===== src/rtl/sad_pkg.sv =====
// Shared types for the streaming SAD engine.
package sad_pkg;
    // Where an accumulator takes its starting value for the current pixel.
    typedef enum logic [1:0] {
        BASE_ZERO = 2'd0,   // first pixel of a tile's first row
        BASE_MEM  = 2'd1,   // first pixel of a later row: parked partial score
        BASE_ACC  = 2'd2    // any other pixel: running accumulator
    } base_sel_e;
endpackage


===== src/rtl/sad_pe.sv =====
// Absolute-difference element: subtracts the pixel from the reference and,
// when the difference is negative, takes its two's complement.
// Assumes unsigned inputs of PIX_W bits. Purely combinational.
module sad_pe #(
    parameter int PIX_W = 8
) (
    input  logic [PIX_W-1:0] ref_val,
    input  logic [PIX_W-1:0] pix_val,
    output logic [PIX_W-1:0] ad
);
    logic [PIX_W:0]   diff;
    logic [PIX_W-1:0] negated;

    // Signed difference, invert-plus-one, then pick the non-negative value.
    always_comb begin
        diff    = {1'b0, ref_val} - {1'b0, pix_val};
        negated = ~diff[PIX_W-1:0] + PIX_W'(1);
        ad      = diff[PIX_W] ? negated : diff[PIX_W-1:0];
    end
endmodule


===== src/rtl/sad_row_store.sv =====
// Partial-score store: one word of all A*A scores per tile along an image row.
// Write is synchronous; read is combinational so a restored row can start
// in the same cycle as its first pixel. Contents need no reset: a tile's
// first row never reads them.
module sad_row_store #(
    parameter int DEPTH  = 4,
    parameter int WIDTH  = 32,
    parameter int ADDR_W = 2
) (
    input  logic              clk,
    input  logic              we,
    input  logic [ADDR_W-1:0] waddr,
    input  logic [WIDTH-1:0]  wdata,
    input  logic [ADDR_W-1:0] raddr,
    output logic [WIDTH-1:0]  rdata
);
    logic [WIDTH-1:0] mem [DEPTH];

    // Park a tile's scores at the end of its row.
    always_ff @(posedge clk) begin
        if (we) mem[waddr] <= wdata;
    end

    // Fetch the parked scores for the tile now arriving.
    assign rdata = mem[raddr];
endmodule


===== src/rtl/sad_stream_engine.sv =====
// Streaming SAD engine. Each valid pixel updates all A*A offset scores in one
// cycle. Scores move to a per-tile store at the end of each tile row and are
// emitted, registered, after the tile's last pixel.
// Assumes pixels of one tile row arrive as columns 0..S-1 in order, and that
// S is a power of two so row/column fit POS_W exactly.
module sad_stream_engine #(
    parameter int PIX_W = 8,
    parameter int S     = 8,
    parameter int A     = 3,
    parameter int NSUB  = 4,
    localparam int NA     = A * A,
    localparam int ACC_W  = PIX_W + $clog2(S * S),
    localparam int SUB_W  = (NSUB > 1) ? $clog2(NSUB) : 1,
    localparam int POS_W  = (S > 1) ? $clog2(S) : 1
) (
    input  logic                  clk,
    input  logic                  rst_n,
    input  logic                  in_valid,
    input  logic [PIX_W-1:0]      in_pix,
    input  logic [SUB_W-1:0]      in_sub,
    input  logic [POS_W-1:0]      in_row,
    input  logic [POS_W-1:0]      in_col,
    input  logic [NA*PIX_W-1:0]   ref_win,
    output logic                  out_valid,
    output logic [SUB_W-1:0]      out_sub,
    output logic [NA*ACC_W-1:0]   out_scores
);
    import sad_pkg::*;

    localparam logic [POS_W-1:0] LAST_POS = POS_W'(S - 1);
    localparam int               MAX_SCORE = S * S * ((1 << PIX_W) - 1);

    logic [NA*ACC_W-1:0] acc_q;
    logic [NA*ACC_W-1:0] acc_nxt;
    logic [NA*ACC_W-1:0] parked;
    base_sel_e           base_sel;
    logic                row_end;
    logic                tile_done;

    // Choose where this pixel's accumulation starts.
    always_comb begin
        if (in_col != '0)      base_sel = BASE_ACC;
        else if (in_row == '0) base_sel = BASE_ZERO;
        else                   base_sel = BASE_MEM;
    end

    assign row_end   = in_valid && (in_col == LAST_POS);
    assign tile_done = row_end && (in_row == LAST_POS);

    // One element and one adder per candidate offset.
    for (genvar g = 0; g < NA; g++) begin : g_off
        logic [PIX_W-1:0] ad;
        logic [ACC_W-1:0] base;

        sad_pe #(.PIX_W(PIX_W)) u_pe (
            .ref_val (ref_win[g*PIX_W +: PIX_W]),
            .pix_val (in_pix),
            .ad      (ad)
        );

        // Starting value for this offset's score.
        always_comb begin
            case (base_sel)
                BASE_ZERO: base = '0;
                BASE_MEM:  base = parked[g*ACC_W +: ACC_W];
                default:   base = acc_q[g*ACC_W +: ACC_W];
            endcase
        end

        assign acc_nxt[g*ACC_W +: ACC_W] = base + ACC_W'(ad);

        AST_NO_OVERFLOW: assert property (@(posedge clk) disable iff (!rst_n)
            out_valid |-> (out_scores[g*ACC_W +: ACC_W] <= ACC_W'(MAX_SCORE)));
    end

    sad_row_store #(
        .DEPTH  (NSUB),
        .WIDTH  (NA * ACC_W),
        .ADDR_W (SUB_W)
    ) u_store (
        .clk   (clk),
        .we    (row_end),
        .waddr (in_sub),
        .wdata (acc_nxt),
        .raddr (in_sub),
        .rdata (parked)
    );

    // Running scores advance only on accepted pixels.
    always_ff @(posedge clk) begin
        if (!rst_n)        acc_q <= '0;
        else if (in_valid) acc_q <= acc_nxt;
    end

    // Register the finished array and strobe after a tile's last pixel.
    always_ff @(posedge clk) begin
        if (!rst_n) begin
            out_valid  <= 1'b0;
            out_sub    <= '0;
            out_scores <= '0;
        end else begin
            out_valid <= tile_done;
            if (tile_done) begin
                out_sub    <= in_sub;
                out_scores <= acc_nxt;
            end
        end
    end

    AST_DONE_TIMING: assert property (@(posedge clk) disable iff (!rst_n)
        out_valid |-> $past(in_valid && in_row == LAST_POS && in_col == LAST_POS));
    AST_ONE_CYCLE: assert property (@(posedge clk) disable iff (!rst_n)
        out_valid |=> !out_valid);
    AST_IDLE_HOLD: assert property (@(posedge clk) disable iff (!rst_n)
        !in_valid |=> $stable(acc_q));
    AST_SUB_RANGE: assert property (@(posedge clk) disable iff (!rst_n)
        out_valid |-> (out_sub <= SUB_W'(NSUB - 1)));
endmodule


===== config.mk =====
export PLATFORM = sky130hd
export DESIGN_NAME = sad_stream_engine
export DESIGN_NICKNAME = d
export VERILOG_FILES = /design/src/rtl/sad_pkg.sv /design/src/rtl/sad_pe.sv /design/src/rtl/sad_row_store.sv /design/src/rtl/sad_stream_engine.sv
export SDC_FILE = /design/constraint.sdc
export NUM_CORES = 1
export LEC_CHECK = 0
export BUFFER_PORTS_ARGS = -buffer_cell sky130_fd_sc_hd__clkbuf_2
export CAP_MARGIN = 40
export CORE_AREA = 2 2 332 334
export CTS_BUF_LIST = sky130_fd_sc_hd__clkbuf_16
export CTS_CLUSTER_SIZE = 20
export DETAILED_ROUTE_END_ITERATION = 12
export DIE_AREA = 0 0 334 336
export HOLD_SLACK_MARGIN = 0.03
export PLACE_DENSITY = 0.62
export SYNTH_ARGS = -nofsm -noshare
export SYNTH_HDL_FRONTEND = slang
export SYNTH_SLANG_ARGS = --single-unit

===== constraint.sdc =====
create_clock -name clk -period 34.1 [get_ports clk]
set_clock_uncertainty 0.2 [all_clocks]
set_input_delay 1.705 -clock clk [delete_from_list [all_inputs] [get_ports clk]]
set_output_delay 1.705 -clock clk [all_outputs]
set_load 0.01 [all_outputs]

==> impl_metrics.json, run 1 <==
{
  "first_global_vias": 26100,
  "p_seq_share_pct": 40.8,
  "io_pins": 220,
  "power_frac_clock_pct": 31.5,
  "use_met2_pct": 32.7,
  "crit_required_ns": 34.33,
  "area_growth_pct": 14.3,
  "syn_nets": 3328,
  "drive_above_1_share_pct": 17.7,
  "grt_use_met3_pct": 2.87,
  "p_comb_share_pct": 27.7,
  "seq_area_frac_synth_pct": 53.5,
  "drt-pass1-iter-count": 5,
  "swShare_pct": 31.6,
  "slew_viol_final": 0,
  "wl_um": 108000,
  "dpl_worst_slack_ns": 26.84,
  "final_cell_mix": "504 x edfxtp_1, 255 x dfxtp_1, 250 x nor2_1",
  "syn_inst": 3066,
  "dr.first_iter.drc_count": 1938,
  "cts_tree": "yes",
  "cts.repair.resized": 0,
  "final_common_cell": "edfxtp_1",
  "dp_hpwl_um": 72100,
  "antenna_left": 0,
  "crit_arrival_ns": 6.79,
  "syn_area_mm2": 0.0379,
  "rsz0062_at_grt": "no",
  "initial_core_util_pct": 34.9,
  "die-area_mm2": 0.112,
  "synth_cell_types": 76,
  "tightest_slew_ns": 0.898,
  "max_slew_margin_pct": 40.2,
  "gr-usage-all-layers_pct": 19.1,
  "tns_ns": 0,
  "avgRoutedWirePerCell_um": 22.8,
  "fp-row-count": 121,
  "grt_pass1_wl_um": 162000,
  "switchingPower_mw": 0.909,
  "place_inst": 4586,
  "post_cts_buffers": 0,
  "antenna_cells": 0,
  "synth_edf_count": 504,
  "fmax_mhz": 152,
  "remaining_drc_errors": 0,
  "vias": 26200,
  "setup_ws_ns": 27.54,
  "syn_avg_cell_area_um2": 12.3,
  "grt_max_degree": 68,
  "overflow": 0,
  "setup_viol": 0,
  "fin_nets": 3520,
  "cts_max_level": 3,
  "hp-class": "flip-flop to flip-flop",
  "p_int_mw": 1.96,
  "yosysWarnings": 0,
  "clk_latency_ns": 0.65,
  "cp_max_fo": 47,
  "core_area_mm2": 0.108,
  "clockRootBuffer": "clkbuf_16",
  "clk_pin_slew_ns": 0.06,
  "ys_ff_latch": 759,
  "status": "finished, final reports clean",
  "dieHeight_um": 336,
  "synth_ff_type": "edfxtp_1",
  "antenna_found_initial": 8,
  "fillCellCount": 10300,
  "vias_per_cell": 5.52,
  "period_minus_slack_ns": 6.56,
  "critPathCaptureType": "flip-flop",
  "vdd_drop_max_v": 0.0000360,
  "hold_slack_ns": 0.249,
  "hold_viol": 0,
  "met1_usage_pct": 24.8,
  "p_leak_nw": 15.7,
  "numCtsBuffers": 84,
  "postCtsHoldBufs": 0,
  "gp_congestion": 0.810,
  "cts.sinks": 759,
  "worst_setup_path_start_kind": "input pin",
  "async_reset_ff_share_pct": 0,
  "critical_path_class": "input pin to flip-flop",
  "finalNonFillerCells": 4743,
  "grt_busiest_layer": "met2",
  "io_buffers": 219,
  "die_width_um": 334,
  "cts_buffer_depth": 3,
  "power_density_mw_per_mm2": 66.4,
  "post-route-util_pct": 39.9,
  "finalCritPeriodShare_pct": 19.2,
  "maxCapViolCount": 0
}
==> final timing paths <==
kind | from | cells past startpoint | to | slack (ns)
setup / recovery | in_col[1] | 13 | u_store.mem[2][66] | 27.54
hold / removal | out_scores[12] | 2 | out_scores[12] | 0.25
setup reg to reg | u_store.mem[3][84] | 9 | u_store.mem[0][94] | 30.10
hold reg to reg | out_scores[12] | 2 | out_scores[12] | 0.25
==> metrics by stage <==
stage | power (mW) | area (µm²)
2_1_floorplan | 1.77 | 37900
3_3_place_gp | 1.97 | 40300
3_5_place_dp | 1.99 | 40500
4_1_cts | 2.89 | 43300
5_1_grt | 3.02 | 43300
6_report | 2.87 | 43300
==> final cells by class <==
cell class | instances | area [µm²] | area share, %
tap | 1414 | 1770 | 4.09
timing repair buffer | 268 | 1660 | 3.85
clock inverter | 69 | 537 | 1.24
sequential | 759 | 20200 | 46.8
multi-input combinational | 2061 | 16500 | 38.2
clock buffer | 88 | 2200 | 5.09
inverter | 84 | 320 | 0.740
==> kinds of logic after synthesis <==
group | Yosys count | share of synthesized area, %
adder cells (fa/ha/maj) | 171 | 6.01
flip-flops | 759 | 53.5
AND/OR/NAND/NOR | 778 | 9.58
XOR/XNOR | 197 | 4.56
buffers and inverters | 246 | 2.94
AO/OA/AOI/OAI | 716 | 14.0
multiplexers | 199 | 9.46
==> registers in the layout, indices dropped and copies added, names as in the netlist <==
signal,flops
u_store.mem,504
out_scores,126
out_sub,2
acc_q,126
out_valid,1
==> synthesized netlist by cell type (34+ instances only) <==
cell type	count	share of area, %
ha_1	153	5.1
a211oi_1	64	1.3
edfxtp_1	504	40
o21ai_0	63	0.83
a21oi_1	177	2.3
a22o_1	87	2.0
xnor2_1	164	3.8
buf_2	34	0.45
mux2i_1	64	1.7
clkbuf_1	94	0.93
nand2_1	208	2.1
o21a_1	39	0.77
dfxtp_1	255	13
inv_1	83	0.82
nand3_1	127	1.7
mux4_2	126	7.5
nor2_1	252	2.5
==> worst max-delay path, cell delays in order <==
cell	delay [ns]
clkbuf_2	0.28
nor3_4	0.69
and2_4	0.57
buf_4	0.43
buf_4	0.64
a22o_1	0.26
inv_1	0.06
fa_1	0.42
nor2b_1	0.16
o31ai_1	0.12
a21oi_1	0.61
o21ai_0	0.40
xnor2_1	0.37
==> power by group through the flow <==
stage / registers [mW] / logic [mW] / clock network (mW)
CTS: 1.17 / 0.799 / 0.920
floorplan: 1.19 / 0.587 / 0
global placement: 1.19 / 0.778 / 0
finish: 1.17 / 0.796 / 0.904
detailed placement: 1.19 / 0.794 / 0
global route: 1.18 / 0.892 / 0.955
==> metal layers <==
| layer | wire length, µm | vias to the layer above |
|---|---|---|
| met4 | 3140 | 6 |
| met2 | 52900 | 736 |
| li1 | - | 12100 |
| met5 | 41 | - |
| met1 | 46100 | 13200 |
| met3 | 5980 | 153 |
Note: power is estimated with default switching activity, not from simulation.
==> run 2: changes to the inputs <==
clock period = 6.6 ns   (was 34.1 ns; I/O delays follow)
==> run 2 against run 1 <==
Effect of this change:
- routed wire length grew 1.8%
- critical path depth grew 4
- non-clock buffer count grew 26
- setup slack lost 26 ns
- sequential share of layout area shrank 0.20 points
- die area is the same
- core utilization grew 0.17 points
==> impl_metrics.json, run 2 (same netlist as run 1, synthesis figures left out) <==
{
  "die-area_mm2": 0.112,
  "holdPathEnd": "out_sub[1]",
  "grt_max_degree": 90,
  "critical_path_class": "input pin to flip-flop",
  "antenna_left": 0,
  "r2r-end": "u_store.mem[1][122]",
  "tightest_slew_ns": 0.873,
  "cp_max_fo": 8,
  "slew_viol_final": 0,
  "vias": 26300,
  "worst_setup_path_start_kind": "input pin",
  "numCtsBuffers": 80,
  "post_cts_buffers": 0,
  "io_pins": 220,
  "cts_buffer_depth": 3,
  "status": "finished, final reports clean",
  "vdd_drop_max_v": 0.000221,
  "hold_viol": 0,
  "largest_reg_flops": 504,
  "cp_cell_sequence": "clkbuf_2 > buf_4 > ha_1 > inv_1 > fa_1 > a211oi_1 > o21ai_0 > a21o_1 > a21o_1 > a31oi_1 > xnor2_1 > ha_1 > and3_1 > a211oi_1 > a21oi_1 > xnor2_1 > a22o_1",
  "clk_pin_slew_ns": 0.06,
  "drive_above_1_share_pct": 18.1,
  "crit_slowest_cell": "a211oi_1",
  "final_common_cell": "edfxtp_1",
  "maxCapViolCount": 0,
  "max_slew_margin_pct": 41.8,
  "cts.sinks": 759,
  "finalCritPeriodShare_pct": 72.3,
  "crit-reg2reg-launch": "u_store.mem[0][112]",
  "die_width_um": 334,
  "power_density_mw_per_mm2": 342,
  "dr.first_iter.drc_count": 2216,
  "final_cell_mix": "504 x edfxtp_1, 255 x dfxtp_1, 250 x nor2_1",
  "cts_tree": "yes",
  "first_global_vias": 26100,
  "cpPeakStageDelay_ns": 0.68,
  "crit_arrival_ns": 5.15,
  "setup_viol": 0,
  "fmax_mhz": 210,
  "avgRoutedWirePerCell_um": 23.1,
  "area_growth_pct": 14.8,
  "io_buffers": 219,
  "rrSetupSlack_ns": 2.73,
  "overflow": 0,
  "clk_latency_ns": 0.66,
  "fin_nets": 3542,
  "initial_core_util_pct": 34.9,
  "hp-class": "input pin to flip-flop",
  "hold_depth": 3,
  "clockRootBuffer": "clkbuf_16",
  "wl_um": 110000,
  "core_area_mm2": 0.108,
  "antenna_found_initial": 5,
  "period_minus_slack_ns": 4.77,
  "hold_slack_ns": 0.148,
  "drt-pass1-iter-count": 5,
  "reg2reg_depth": 9,
  "cts_max_level": 3,
  "largestRegisters": "u_store.mem x504, acc_q x126, out_scores x126",
  "vias_per_cell": 5.51,
  "dieHeight_um": 336,
  "fp-row-count": 121,
  "min_from": "in_sub[1]",
  "crit_required_ns": 6.98,
  "rsz0062_at_grt": "no",
  "largest_register": "u_store.mem",
  "gr-usage-all-layers_pct": 19.5,
  "critPathCaptureType": "flip-flop",
  "dp_hpwl_um": 73500,
  "remaining_drc_errors": 0,
  "tns_ns": 0,
  "gp_congestion": 0.830,
  "grt_pass1_wl_um": 165000,
  "power.total_mw": 14.8,
  "p_leak_nw": 15.8
}
-- run 2: worst max path at each step --
| stage | slack [ns] | from | end | depth (start not counted) |
|---|---|---|---|---|
| after floorplan | -0.62 | in_sub[1] | u_store.mem[3][0] | 7 |
| after global placement | 1.29 | in_pix[1] | acc_q[93] | 16 |
| after detailed placement | 1.23 | in_pix[0] | acc_q[93] | 17 |
| after CTS | 1.88 | in_pix[0] | acc_q[93] | 17 |
| after global routing | 1.58 | in_pix[0] | u_store.mem[3][66] | 17 |
| final | 1.83 | in_pix[0] | acc_q[93] | 17 |
-- run 2: repair_timing --
item | 4_1_cts | 5_1_grt
gates resized for setup | 0 | 0
endpoints found under the hold margin | 26 | 0
hold buffers | 3 | 0
-- run 2: where the power goes --
part	leakage [nW]	total [mW]	internal, mW	switching [mW]
Combinational	7.77	4.13	1.54	2.60
Sequential	6.67	6.06	5.94	0.119
Clock	1.39	4.66	2.71	1.95
Total	15.8	14.8	10.2	4.67
-- run 2: layout make-up --
type                    count  area (µm²)
multi-input cells        2061       16600
clock buffers              84        2100
repair buffers            294        1850
diodes                      2        5.00
flip-flops and latches    759       20200
inverters                  84         320
clock inverters            66         611
fillers                 10300       64900
well taps                1414        1770
-- run 2: metal layers --
metal  global-route usage [%]  routed length, µm  vias to the layer above
met4                     6.29               3370                        2
met3                     2.88               6320                      175
met1                     25.9              47900                    13200
met5                        0                 12                        -
met2                     32.6              52500                      758
li1                         -                  -                    12200
-- run 2: metrics by stage --
stage                     area [µm²]  util (%)  setup slack, ns  std cells
final                          43500      40.1             1.83       4764
after global routing           43500      40.1             1.58       4762
after CTS                      43500      40.1             1.88       4762
after detailed placement       40700      37.6             1.23       4609
after global placement         40600      37.5             1.29       4604
after floorplan                37900         -           -0.623       3066
-- run 2: critical path: cells and delay by family --
kind,cells,cell delay (ns)
fa+ha+maj,3,0.93
buf+inv,3,0.72
simple gates,1,0.22
xor+xnor,2,0.63
compound gates,8,2.30
